==> src/rtl/lfc_pkg.sv <==
package lfc_pkg;
  localparam int DIV_W     = 5;
  localparam int PRE_W     = 3;
  localparam int MUX_W     = 3;
  localparam int REG_W     = 16;
  localparam int PRE_CLAMP = 5;
  localparam int PCNT_W    = PRE_CLAMP;

  // bit positions of the control word (decoded by software)
  localparam int RUN_BIT  = 0;
  localparam int LP_BIT   = 1;
  localparam int SEG_BIT  = 2;
  localparam int MUX_LO   = 3;
  localparam int RESV_BIT = 6;
  localparam int SRC_BIT  = 7;
  localparam int PRE_LO   = 8;
  localparam int DIV_LO   = 11;

  typedef struct packed {
    logic              run;
    logic              srcSel;
    logic [DIV_W-1:0]  divVal;
    logic [PRE_W-1:0]  preExp;
    logic [MUX_W-1:0]  muxVal;
  } ctrlBus_t;

  function automatic logic [PRE_W-1:0] clampPre(input logic [PRE_W-1:0] code);
    if (int'(code) > PRE_CLAMP) return PRE_W'(PRE_CLAMP);
    return code;
  endfunction

  function automatic logic [PCNT_W-1:0] preLimit(input logic [PRE_W-1:0] expo);
    int unsigned v;
    v = (32'd1 << expo) - 32'd1;
    return v[PCNT_W-1:0];
  endfunction
endpackage

==> src/rtl/lfc_ctrl_regs.sv <==
module lfc_ctrl_regs
  import lfc_pkg::*;
#(
  parameter int ADDR_W    = 4,
  parameter int CTRL_ADDR = 0
) (
  input  logic                clk,
  input  logic                rstN,
  input  logic                wrEn,
  input  logic [ADDR_W-1:0]   addr,
  input  logic [REG_W-1:0]    wrData,
  output logic [REG_W-1:0]    rdData,
  output ctrlBus_t            ctrlBus,
  output logic                segOn,
  output logic                lowPwr
);
  logic [DIV_W-1:0] divQ;
  logic [PRE_W-1:0] preQ;
  logic [MUX_W-1:0] muxQ;
  logic             srcQ, lpQ, segQ, runQ;
  logic             hit;
  logic             unusedResv;

  assign hit        = (addr == ADDR_W'(CTRL_ADDR));
  assign unusedResv = wrData[RESV_BIT];

  always_ff @(posedge clk) begin
    if (!rstN) begin
      divQ <= '0;
      preQ <= '0;
      muxQ <= '0;
      srcQ <= 1'b0;
      lpQ  <= 1'b0;
      segQ <= 1'b0;
      runQ <= 1'b0;
    end else if (wrEn && hit) begin
      runQ <= wrData[RUN_BIT];
      segQ <= wrData[SEG_BIT];
      if (!runQ) begin
        divQ <= wrData[DIV_LO +: DIV_W];
        preQ <= wrData[PRE_LO +: PRE_W];
        muxQ <= wrData[MUX_LO +: MUX_W];
        srcQ <= wrData[SRC_BIT];
        lpQ  <= wrData[LP_BIT];
      end
    end
  end

  always_comb begin
    rdData = '0;
    if (hit) begin
      rdData[DIV_LO +: DIV_W] = divQ;
      rdData[PRE_LO +: PRE_W] = preQ;
      rdData[SRC_BIT]         = srcQ;
      rdData[MUX_LO +: MUX_W] = muxQ;
      rdData[SEG_BIT]         = segQ;
      rdData[LP_BIT]          = lpQ;
      rdData[RUN_BIT]         = runQ;
    end
  end

  always_comb begin
    ctrlBus.run    = runQ;
    ctrlBus.srcSel = srcQ;
    ctrlBus.divVal = divQ;
    ctrlBus.preExp = clampPre(preQ);
    ctrlBus.muxVal = muxQ;
  end

  assign segOn  = segQ;
  assign lowPwr = lpQ;
endmodule

==> src/rtl/lfc_frame_div.sv <==
module lfc_frame_div
  import lfc_pkg::*;
(
  input  logic              clk,
  input  logic              rstN,
  input  ctrlBus_t          ctrlBus,
  input  logic              srcTickA,
  input  logic              srcTickB,
  output logic              frameTick,
  output logic              frameStart,
  output logic [MUX_W-1:0]  phaseIdx
);
  logic [DIV_W-1:0]  divCnt;
  logic [PCNT_W-1:0] preCnt;
  logic [MUX_W-1:0]  phaseQ;
  logic              tickQ, startQ;
  logic              selTick, tick, divWrap, preWrap, phaseWrap;

  assign selTick   = ctrlBus.srcSel ? srcTickB : srcTickA;
  assign tick      = ctrlBus.run && selTick;
  assign divWrap   = (divCnt == ctrlBus.divVal);
  assign preWrap   = (preCnt == preLimit(ctrlBus.preExp));
  assign phaseWrap = (phaseQ == ctrlBus.muxVal);

  always_ff @(posedge clk) begin
    if (!rstN || !ctrlBus.run) begin
      divCnt <= '0;
      preCnt <= '0;
      phaseQ <= '0;
      tickQ  <= 1'b0;
      startQ <= 1'b0;
    end else begin
      tickQ  <= 1'b0;
      startQ <= 1'b0;
      if (tick) begin
        if (divWrap) begin
          divCnt <= '0;
          if (preWrap) begin
            preCnt <= '0;
            tickQ  <= 1'b1;
            startQ <= phaseWrap;
            phaseQ <= phaseWrap ? '0 : phaseQ + 1'b1;
          end else begin
            preCnt <= preCnt + 1'b1;
          end
        end else begin
          divCnt <= divCnt + 1'b1;
        end
      end
    end
  end

  assign frameTick  = tickQ;
  assign frameStart = startQ;
  assign phaseIdx   = phaseQ;
endmodule

==> src/rtl/lfc_frame_gen.sv <==
module lfc_frame_gen
  import lfc_pkg::*;
#(
  parameter int ADDR_W    = 4,
  parameter int CTRL_ADDR = 0
) (
  input  logic              clk,
  input  logic              rstN,
  input  logic              wrEn,
  input  logic [ADDR_W-1:0] addr,
  input  logic [15:0]       wrData,
  output logic [15:0]       rdData,
  input  logic              srcTickA,
  input  logic              srcTickB,
  output logic              frameTick,
  output logic              frameStart,
  output logic [2:0]        phaseIdx,
  output logic [2:0]        muxRate,
  output logic              lowPower,
  output logic              segEnable,
  output logic              lcdOn
);
  ctrlBus_t ctrlBus;
  logic     segOn;

  lfc_ctrl_regs #(.ADDR_W(ADDR_W), .CTRL_ADDR(CTRL_ADDR)) u_regs (
    .clk(clk), .rstN(rstN), .wrEn(wrEn), .addr(addr), .wrData(wrData),
    .rdData(rdData), .ctrlBus(ctrlBus), .segOn(segOn), .lowPwr(lowPower)
  );

  lfc_frame_div u_div (
    .clk(clk), .rstN(rstN), .ctrlBus(ctrlBus),
    .srcTickA(srcTickA), .srcTickB(srcTickB),
    .frameTick(frameTick), .frameStart(frameStart), .phaseIdx(phaseIdx)
  );

  assign muxRate   = ctrlBus.muxVal;
  assign lcdOn     = ctrlBus.run;
  assign segEnable = ctrlBus.run && segOn;
endmodule

==> config.mk <==
export PLATFORM = sky130hd
export DESIGN_NAME = lfc_frame_gen
export DESIGN_NICKNAME = d
export VERILOG_FILES = /design/src/rtl/lfc_pkg.sv /design/src/rtl/lfc_ctrl_regs.sv /design/src/rtl/lfc_frame_div.sv /design/src/rtl/lfc_frame_gen.sv
export SDC_FILE = /design/constraint.sdc
export NUM_CORES = 1
export LEC_CHECK = 0
export BUFFER_PORTS_ARGS = -buffer_cell sky130_fd_sc_hd__buf_2
export CAP_MARGIN = 15
export CELL_PAD_IN_SITES_DETAIL_PLACEMENT = 0
export CELL_PAD_IN_SITES_GLOBAL_PLACEMENT = 1
export CORE_ASPECT_RATIO = 1.1
export CORE_MARGIN = 10
export CORE_UTILIZATION = 39
export CTS_BUF_LIST = sky130_fd_sc_hd__clkbuf_16
export DETAILED_ROUTE_END_ITERATION = 10
export PLACE_DENSITY_LB_ADDON = 0.1
export SLEW_MARGIN = 5
export SYNTH_ARGS = -nofsm -noshare
export SYNTH_HDL_FRONTEND = slang
export SYNTH_SLANG_ARGS = --single-unit
==> constraint.sdc <==
create_clock -name clk -period 3.7 [get_ports clk]
set_clock_uncertainty 0.05 [all_clocks]
set_input_delay 0.555 -clock clk [delete_from_list [all_inputs] [get_ports clk]]
set_output_delay 0.555 -clock clk [all_outputs]
set_load 0.01 [all_outputs]
# Word level (Yosys, flattened, before mapping)
# Cells that the tools add are included.
# classes
shift	1
bitwise	4
add_sub_neg	4
n_reduce_logical	12
mux	10
n_eq_ne	3
magnitude_cmp	1
# op_table
operator	count
$add A5 B1 Y5 const B	2
$eq A5 B5 Y1	2
$mux W5	2
$mux W3	3
$mux W9	1
$mux W6	1
$shl A1 B3 Y5 const A	1
$sub A5 B1 Y5 const B	1
$logic_not A4 Y1	1
$not A1 Y1	4
$reduce_and A2 Y1	2
$reduce_or A4 Y1	1
$add A3 B1 Y3 const B	1
$eq A3 B3 Y1	1
$gt A3 B3 Y1 const B	1
$logic_and A1 B1 Y1	3
$mux W1	3
$reduce_and A3 Y1	1
$reduce_or A3 Y1	1
$logic_not A1 Y1	2
$logic_or A1 B1 Y1	1
# word_totals
elab_cells	47
output_inout_bits	27
regBits	30

# Logic depth before layout (Yosys ltp)
# Gate-level depths: netlist (run 1).
# logic_depth
word_depth	8
ltp_mapped	6
mapped_depth_nobuf	5

# Hierarchy
# A second synthesis (run 1) with hierarchy kept.
# hier_totals
hier_cells	191
area_unflattened_um2	1656.6
# modules_own_cells
mod	n_inst	cells_per_inst	area_each_um2
lfc_frame_div	1	99	864.6
lfc_ctrl_regs	1	91	785.8
lfc_frame_gen	1	1	6.3

# Worst setup path before layout (run 1)
# Ideal clock, no wire load.
# synth_path
path_type	in2out
startpoint	input addr[1]
endpoint	output rdData[10]
path_buffers	1
path_stages	3
arrival_ns	1.655
setup_slack_ns	1.440
required_ns	3.095
cell_sequence	nor4_1 > clkbuf_1 > and2_1
# synth_between
elab_chain_cells	2
# synth_rtl
element	line_no	rtl
start: declaration	lfc_frame_gen.sv:10	input logic [ADDR_W-1:0] addr,
$logic_not A4 Y1	lfc_ctrl_regs.sv:24	assign hit = (addr == ADDR_W'(CTRL_ADDR));
$mux W9	lfc_ctrl_regs.sv:51	if (hit) begin
end: declaration	lfc_frame_gen.sv:12	output logic [15:0] rdData,
# Every way passes these cells.

# Final worst setup path (run 1)
# layout_path
startpoint	input addr[1]
endpoint	register u_regs.preQ[2]
# layout_between
elab_chain_cells	3
# layout_rtl
element	line_no	rtl
$logic_not A4 Y1	lfc_ctrl_regs.sv:24	
$logic_and A1 B1 Y1	lfc_ctrl_regs.sv:36	end else if (wrEn && hit) begin
$reduce_and A2 Y1 (no source line)	-	
end signal: assignment	lfc_ctrl_regs.sv:41	preQ <= wrData[PRE_LO +: PRE_W];
end: declaration	lfc_ctrl_regs.sv:18	logic [PRE_W-1:0] preQ;
# Every way passes these cells.
# A chain may end at the register's enable or synchronous reset.

==> load_flow_metrics.sql, run 1 <==
INSERT INTO impl_metrics (metric_group, metric, value, unit) VALUES
('floorplanning', 'standard_cell_core_area', '0.00402', 'sq mm'),
('detailed_routing', 'post_drt_via_cell_ratio', '5.04', ''),
('synthesis', 'synth_top_area_cell', 'sky130_fd_sc_hd__dfxtp_1', ''),
('sta', 'timing.final.setup_violations', '0', ''),
('synthesis', 'synth_seq_area_share', '36.3', '%'),
('critical_path', 'timing.setup.critical_path_class', 'in2reg', ''),
('critical_path', 'rr_startpoint', 'u_regs.preQ[0]', ''),
('detailed_routing', 'totalWireLength', '4330', 'um'),
('min_path', 'holdPathEnd', 'u_regs.segOn', ''),
('floorplanning', 'die-area', '0.00726', 'sq mm'),
('critical_path', 'r2r.worst_path.cells', '5', ''),
('synthesis', 'synthFlopType', 'sky130_fd_sc_hd__dfxtp_1', ''),
('global_route', 'grt_antenna_before_repair', '0', ''),
('detailed_routing', 'final_antenna_net_count', '0', ''),
('outcome', 'outcome', 'finished clean', ''),
('floorplanning', 'die_height', '88.4', 'um'),
('detailed_routing', 'detail_route.first_pass.iterations', '4', ''),
('sta', 'finalSetupTns', '0', 'ns'),
('synthesis', 'postSynthRegisterBits', '30', ''),
('sta', 'actual_slew_at_the_worst_max_slew_pin', '0.855', 'ns'),
('place', 'dp_hpwl', '3360', 'um'),
('clocking', 'tritoncts', 'built', ''),
('synthesis', 'synth.distinct_cells', '40', ''),
('min_path', 'hold_path.startpoint', 'u_regs.segOn', ''),
('clocking', 'cts_root_buffer', 'sky130_fd_sc_hd__clkbuf_16', ''),
('critical_path', 'worst-path-max-fanout', '18', ''),
('clocking', 'maximum_clock_path_buffer_count', '2', ''),
('synthesis', 'yosysTopAreaCellShare', '36.3', '%'),
('detailed_routing', 'remaining_drc_errors', '0', ''),
('finish', 'final_util', '50.6', '%'),
('global_route', 'track_usage', '12.8', '%'),
('synthesis', 'netlist_top_cells_count', 'sky130_fd_sc_hd__nand2_1, sky130_fd_sc_hd__dfxtp_1, sky130_fd_sc_hd__and2_1, sky130_fd_sc_hd__nor3_1, sky130_fd_sc_hd__a21boi_0', ''),
('clocking', 'cts_max_level', '2', ''),
('pwr', 'worst_ir_drop_vdd', '213', 'uV'),
('global_route', 'number_of_global_route_vias_before_repair', '1578', ''),
('floorplanning', 'placementRows', '24', ''),
('finish', 'finalNetCount', '274', ''),
('pwr', 'cell_leakage_power', '0.869', 'nW'),
('clocking', 'holdBufCountCts', '0', ''),
('critical_path', 'timing.critical_path.required', '3.84', 'ns'),
('synthesis', 'syn_avg_cell_area', '8.12', 'sq um'),
('global_route', 'grt_max_degree', '19', ''),
('run', 'drv_cap', '0', ''),
('critical_path', 'cp-end-kind', 'flop', ''),
('floorplanning', 'floorplan.die.width', '82.1', 'um'),
('clocking', 'clock_buffer_count_from_cts', '5', ''),
('finish', 'post_route_cells_drive_above_1_share', '26.7', '%'),
('synthesis', 'synth-edff-count', '0', ''),
('clocking', 'cts.sink_count', '30', ''),
('synthesis', 'netlist_instances', '204', ''),
('critical_path', 'worstReg2RegEnd', 'u_div.phaseIdx[0]', ''),
('sta', 'timing.slew.headroom', '42.8', '%'),
('sta', 'rsz0062_at_grt', 'no', ''),
('detailed_routing', 'dr.first_iter.drc_count', '69', ''),
('min_path', 'hold_class', 'reg2reg', ''),
('pwr', 'p_total', '0.746', 'mW'),
('finish', 'post-route-cell-area', '0.00203', 'sq mm'),
('clocking', 'post_cts_resize_count', '0', ''),
('clocking', 'postCtsSetupRepairBufs', '0', ''),
('sta', 'timing.final.crit_share', '56.9', '%'),
('sta', 'max_freq', '0.475', 'GHz'),
('synthesis', 'synth.most_common_cell', 'sky130_fd_sc_hd__nand2_1', ''),
('sta', 'slew_violations', '0', ''),
('critical_path', 'critPathArrivalTime', '2.25', 'ns'),
('place', 'routability_cong', '0.782', ''),
('critical_path', 'critPathMostFrequentCell', 'sky130_fd_sc_hd__nand2_1', ''),
('synthesis', 'syn_nets', '232', ''),
('critical_path', 'cells_along_the_critical_path', 'buf_2, nor4_2, buf_4, nand2_1, nor2_1, nand2_1, a21boi_0', ''),
('critical_path', 'critical_path.slowest_cell', 'sky130_fd_sc_hd__nor2_1', ''),
('min_path', 'holdPathStages', '2', ''),
('sta', 'min_period', '2.11', 'ns');
[state kept, by name (all words and copies together), names as in the netlist]
| register | cells |
|---|---|
| u_div.frameStart | 1 |
| u_regs.srcQ | 1 |
| u_regs.divQ | 5 |
| u_div.frameTick | 1 |
| u_div.phaseIdx | 3 |
| u_div.preCnt | 5 |
| u_regs.muxQ | 3 |
| u_regs.segOn | 1 |
| u_regs.lowPwr | 1 |
| u_div.divCnt | 5 |
| u_regs.preQ | 3 |
| u_regs.runQ | 1 |
[worst max-delay path by stage]
stage | cells past startpoint | end | from
2_1_floorplan | 3 | rdData[10] | addr[1]
3_3_place_gp | 7 | u_regs.preQ[1] | addr[1]
3_5_place_dp | 7 | u_regs.preQ[2] | addr[1]
4_1_cts | 7 | u_regs.preQ[2] | addr[1]
5_1_grt | 7 | u_regs.srcQ | addr[1]
6_report | 7 | u_regs.preQ[2] | addr[1]
[through the flow]
step / worst slack [ns] / hold slack [ns] / cells
after floorplan: 1.44 / 0.397 / 204
after global placement: 1.27 / 0.415 / 291
after detailed placement: 1.26 / 0.426 / 291
final: 1.59 / 0.429 / 299
after CTS: 1.54 / 0.432 / 299
after global routing: 1.28 / 0.464 / 299
[metal layers]
layer  share of wire, %  track usage [%]
met2                 49             21.7
met5                  0                0
met1                 42             13.5
met3                7.4             6.19
met4                1.5             4.64
[layout make-up]
| class | count | area, sq um |
|---|---|---|
| fillers | 436 | 1990 |
| repair buffers | 50 | 253 |
| flip-flops and latches | 30 | 601 |
| multi-input cells | 156 | 967 |
| clock inverters | 3 | 12.5 |
| inverters | 3 | 11.3 |
| clock buffers | 5 | 125 |
| well taps | 52 | 65.1 |
[cells in the final DEF (no fill, tap or decap), types with 5 or more instances in the layout]
| master | Yosys | layout |
|---|---|---|
| sky130_fd_sc_hd__xnor2_1 | 10 | 10 |
| sky130_fd_sc_hd__a21boi_0 | 15 | 15 |
| sky130_fd_sc_hd__and2_1 | 17 | 17 |
| sky130_fd_sc_hd__nand3_1 | 6 | 6 |
| sky130_fd_sc_hd__buf_2 | 1 | 49 |
| sky130_fd_sc_hd__dfxtp_1 | 30 | 30 |
| sky130_fd_sc_hd__clkbuf_16 | 0 | 5 |
| sky130_fd_sc_hd__xor2_1 | 6 | 6 |
| sky130_fd_sc_hd__nand2_1 | 40 | 40 |
| sky130_fd_sc_hd__nor3_1 | 17 | 17 |
[critical path, delay by kind of cell]
kind,cells,cell delay (ns)
AOI/OAI and AO/OA,1,0.19
buffers and inverters,2,0.34
and+or+nand+nor,4,1.16
[cell families after synthesis]
| logic type | count (synthesis) | synth area share [%] |
|---|---|---|
| simple gates | 103 | 31.5 |
| compound gates | 31 | 14.3 |
| flops | 30 | 36.3 |
| buf+inv | 18 | 5.74 |
| xor+xnor | 16 | 8.46 |
| fa+ha+maj | 3 | 2.27 |
| mux | 2 | 1.28 |
| other cells | 1 | 0.226 |
[where the power goes]
part	leakage [nW]	internal, mW	switching, mW
Combinational	0.555	0.0178	0.0188
Sequential	0.242	0.326	0.00273
Clock	0.0724	0.243	0.138
No activity file was read; power rests on OpenSTA's default activity.
==> inputs of run 2 (changes only) <==
- CORE_UTILIZATION: 39 -> 33
- clock period: 3.7 -> 1.78 ns (I/O delays scaled with it)
==> load_flow_metrics.sql, run 2 (same netlist as run 1, synthesis figures left out) <==
INSERT INTO impl_metrics (metric_group, metric, value, unit) VALUES
('detailed_routing', 'totalWireLength', '4870', 'um'),
('sta', 'slew_violations', '0', ''),
('clocking', 'maximum_clock_path_buffer_count', '2', ''),
('critical_path', 'r2r.worst_path.cells', '5', ''),
('min_path', 'holdPathStages', '3', ''),
('pwr', 'sw_ratio', '21.8', '%'),
('pwr', 'share_comb_of_total_power', '6.3', '%'),
('detailed_routing', 'remaining_drc_errors', '0', ''),
('floorplanning', 'effective_utilization_at_floorplan', '34.9', '%'),
('pwr', 'worst_ir_drop_vdd', '404', 'uV'),
('floorplanning', 'standard_cell_core_area', '0.00475', 'sq mm'),
('critical_path', 'cells_along_the_critical_path', 'or4_4, o211ai_4, o31ai_4, or4_4, o31ai_2', ''),
('place', 'routability_cong', '0.784', ''),
('floorplanning', 'floorplan.die.width', '87.6', 'um'),
('finish', 'most-common-layout-cells', 'sky130_fd_sc_hd__buf_2, sky130_fd_sc_hd__nand2_1, sky130_fd_sc_hd__buf_4, sky130_fd_sc_hd__dfxtp_1, sky130_fd_sc_hd__and2_1', ''),
('sta', 'finalSetupTns', '-0.0303', 'ns'),
('detailed_routing', 'detail_route.first_pass.iterations', '4', ''),
('clocking', 'skew_pair_late_insertion_delay', '0.27', 'ns'),
('critical_path', 'critical_path.slowest_cell', 'sky130_fd_sc_hd__or4_4', ''),
('global_route', 'grt_overflow_total', '0', ''),
('sta', 'timing_hold_violations_final', '0', ''),
('floorplanning', 'die-area', '0.00826', 'sq mm'),
('sta', 'rsz0062_at_grt', 'yes', ''),
('global_route', 'grt_max_degree', '18', ''),
('pwr', 'share_clk_of_total_power', '50.5', '%'),
('critical_path', 'cp_slowest_stage_delay', '0.55', 'ns'),
('pwr', 'seq_power_share', '43.2', '%'),
('clocking', 'cts_root_buffer', 'sky130_fd_sc_hd__clkbuf_16', ''),
('sta', 'max_freq', '0.552', 'GHz'),
('floorplanning', 'io_pins', '52', ''),
('floorplanning', 'die_height', '94.3', 'um'),
('detailed_routing', 'dr.first_iter.drc_count', '62', ''),
('sta', 'min_period', '1.81', 'ns'),
('min_path', 'hold_class', 'in2reg', ''),
('global_route', 'number_of_global_route_vias_before_repair', '1640', ''),
('pwr', 'cellInternalPower', '1.23', 'mW'),
('finish', 'synthesis_to_layout_area_growth', '42.3', '%'),
('finish', 'diodes', '0', ''),
('run', 'drv_cap', '0', ''),
('outcome', 'failing_checks', 'negative setup slack', ''),
('clocking', 'tritoncts', 'built', ''),
('critical_path', 'worst-path-max-fanout', '2', ''),
('global_route', 'grt_antenna_before_repair', '0', ''),
('finish', 'top_regs', 'u_div.divCnt (5), u_div.preCnt (5), u_regs.divQ (5)', ''),
('pwr', 'p_sw', '0.343', 'mW'),
('sta', 'final.setup.worst_slack', '-0.0303', 'ns'),
('detailed_routing', 'routedWlPerCell', '14.6', 'um'),
('clocking', 'holdBufCountCts', '0', ''),
('pwr', 'power.density_cell_area', '668', 'mW/mm^2'),
('finish', 'post-route-cell-area', '0.00236', 'sq mm'),
('critical_path', 'critical-path-top-delay-family', 'simple AND/OR/NAND/NOR gates', ''),
('finish', 'post_route_cells_drive_above_1_share', '38.8', '%'),
('place', 'dp_hpwl', '3670', 'um'),
('global_route', 'wire_length_of_the_first_global_routing_pass', '7890', 'um'),
('clocking', 'clk_pin_slew_worst_paths', '0.05', 'ns'),
('critical_path', 'critical_path_cell_count', '5', ''),
('detailed_routing', 'post_drt_via_cell_ratio', '4.76', ''),
('pwr', 'cell_leakage_power', '1.05', 'nW'),
('critical_path', 'critPathMostFrequentCell', 'sky130_fd_sc_hd__or4_4', ''),
('detailed_routing', 'vias', '1589', ''),
('critical_path', 'critPathArrivalTime', '1.95', 'ns'),
('clocking', 'cts_max_level', '2', ''),
('sta', 'timing.final.setup_violations', '1', ''),
('sta', 'timing.final.crit_share', '102', '%'),
('place', 'placed_area', '0.00214', 'sq mm'),
('critical_path', 'cp-end-kind', 'flop', ''),
('finish', 'finalNetCount', '305', ''),
('outcome', 'outcome', 'finished with violations', ''),
('critical_path', 'timing.critical_path.from_type', 'flop', ''),
('critical_path', 'critical_path_buf_inv_count', '0', ''),
('global_route', 'track_usage', '11.8', '%'),
('floorplanning', 'placementRows', '26', ''),
('detailed_routing', 'final_antenna_net_count', '0', ''),
('clocking', 'clock_buffer_count_from_cts', '5', ''),
('finish', 'layout.cells.most_common', 'sky130_fd_sc_hd__buf_2', ''),
('critical_path', 'timing.critical_path.required', '1.92', 'ns'),
('critical_path', 'timing.setup.critical_path_class', 'reg2reg', ''),
('place', 'place.port_buffers', '49', ''),
('clocking', 'cts.sink_count', '30', '');
run 2: cell count changes in the layout (fill, tap and decap cells not counted), moves of 2 or more:
cell                      change
sky130_fd_sc_hd__nor3_1       -2
sky130_fd_sc_hd__dfxtp_2      +2
sky130_fd_sc_hd__o31ai_1      -2
sky130_fd_sc_hd__nor3_2       +2
sky130_fd_sc_hd__dfxtp_1      -2
sky130_fd_sc_hd__buf_4       +31
run 2: timing repair:
item	in CTS	in global routing
resized for setup	7	10
buffers inserted	1	0
endpoints found under the setup margin	2	7
hold endpoints to repair	0	0
pin swaps	6	3
run 2: tightest hold or removal path, stage by stage:
cell                       delay [ns]
sky130_fd_sc_hd__buf_2           0.09
sky130_fd_sc_hd__nand2_1         0.04
sky130_fd_sc_hd__a21boi_0        0.06
run 2: area by class of cell:
| type | count | area, sq um |
|---|---|---|
| fillers | 499 | 2390 |
| multi-input cells | 156 | 1050 |
| flip-flops and latches | 30 | 603 |
| repair buffers | 81 | 485 |
| clock buffers | 5 | 125 |
| well taps | 56 | 70.1 |
| clock inverters | 3 | 12.5 |
| inverters | 3 | 11.3 |
run 2: metrics by stage:
stage                     cells  power [mW]  hold slack [ns]  util (%)  worst slack, ns
after floorplan             204       0.738            0.362         -           -0.117
after global placement      325       0.786            0.427      45.0           -0.117
after detailed placement    325       0.786            0.427      45.0           -0.120
after CTS                   334        1.58            0.191      48.6          -0.0218
after global routing        334        1.63            0.194      49.6          -0.0864
final                       334        1.57            0.191      49.6          -0.0303
run 2: worst paths after layout:
| kind | start | endpoint | slack, ns |
|---|---|---|---|
| worst max-delay path | u_div.preCnt[4] | u_div.phaseIdx[0] | -0.03 |
| worst min-delay path | wrData[9] | u_regs.preQ[1] | 0.19 |
| worst max register to register | u_div.preCnt[4] | u_div.phaseIdx[0] | -0.03 |
| worst min register to register | u_regs.lowPwr | u_regs.lowPwr | 0.43 |
run 2: metal layers:
| metal | track usage [%] | vias to the layer above | wire [um] |
|---|---|---|---|
| li1 | - | 842 | - |
| met1 | 15.0 | 714 | 2270 |
| met2 | 18.1 | 28 | 2290 |
| met3 | 4.08 | 5 | 275 |
| met4 | 3.99 | 0 | 42 |
| met5 | 0 | - | 0 |
run 2: power groups by stage:
stage	Sequential, mW	Clock (mW)	Combinational (mW)
3_5_place_dp	0.695	0	0.0917
3_3_place_gp	0.695	0	0.0913
6_report	0.681	0.795	0.0989
2_1_floorplan	0.694	0	0.0445
5_1_grt	0.681	0.841	0.110
4_1_cts	0.681	0.806	0.0952
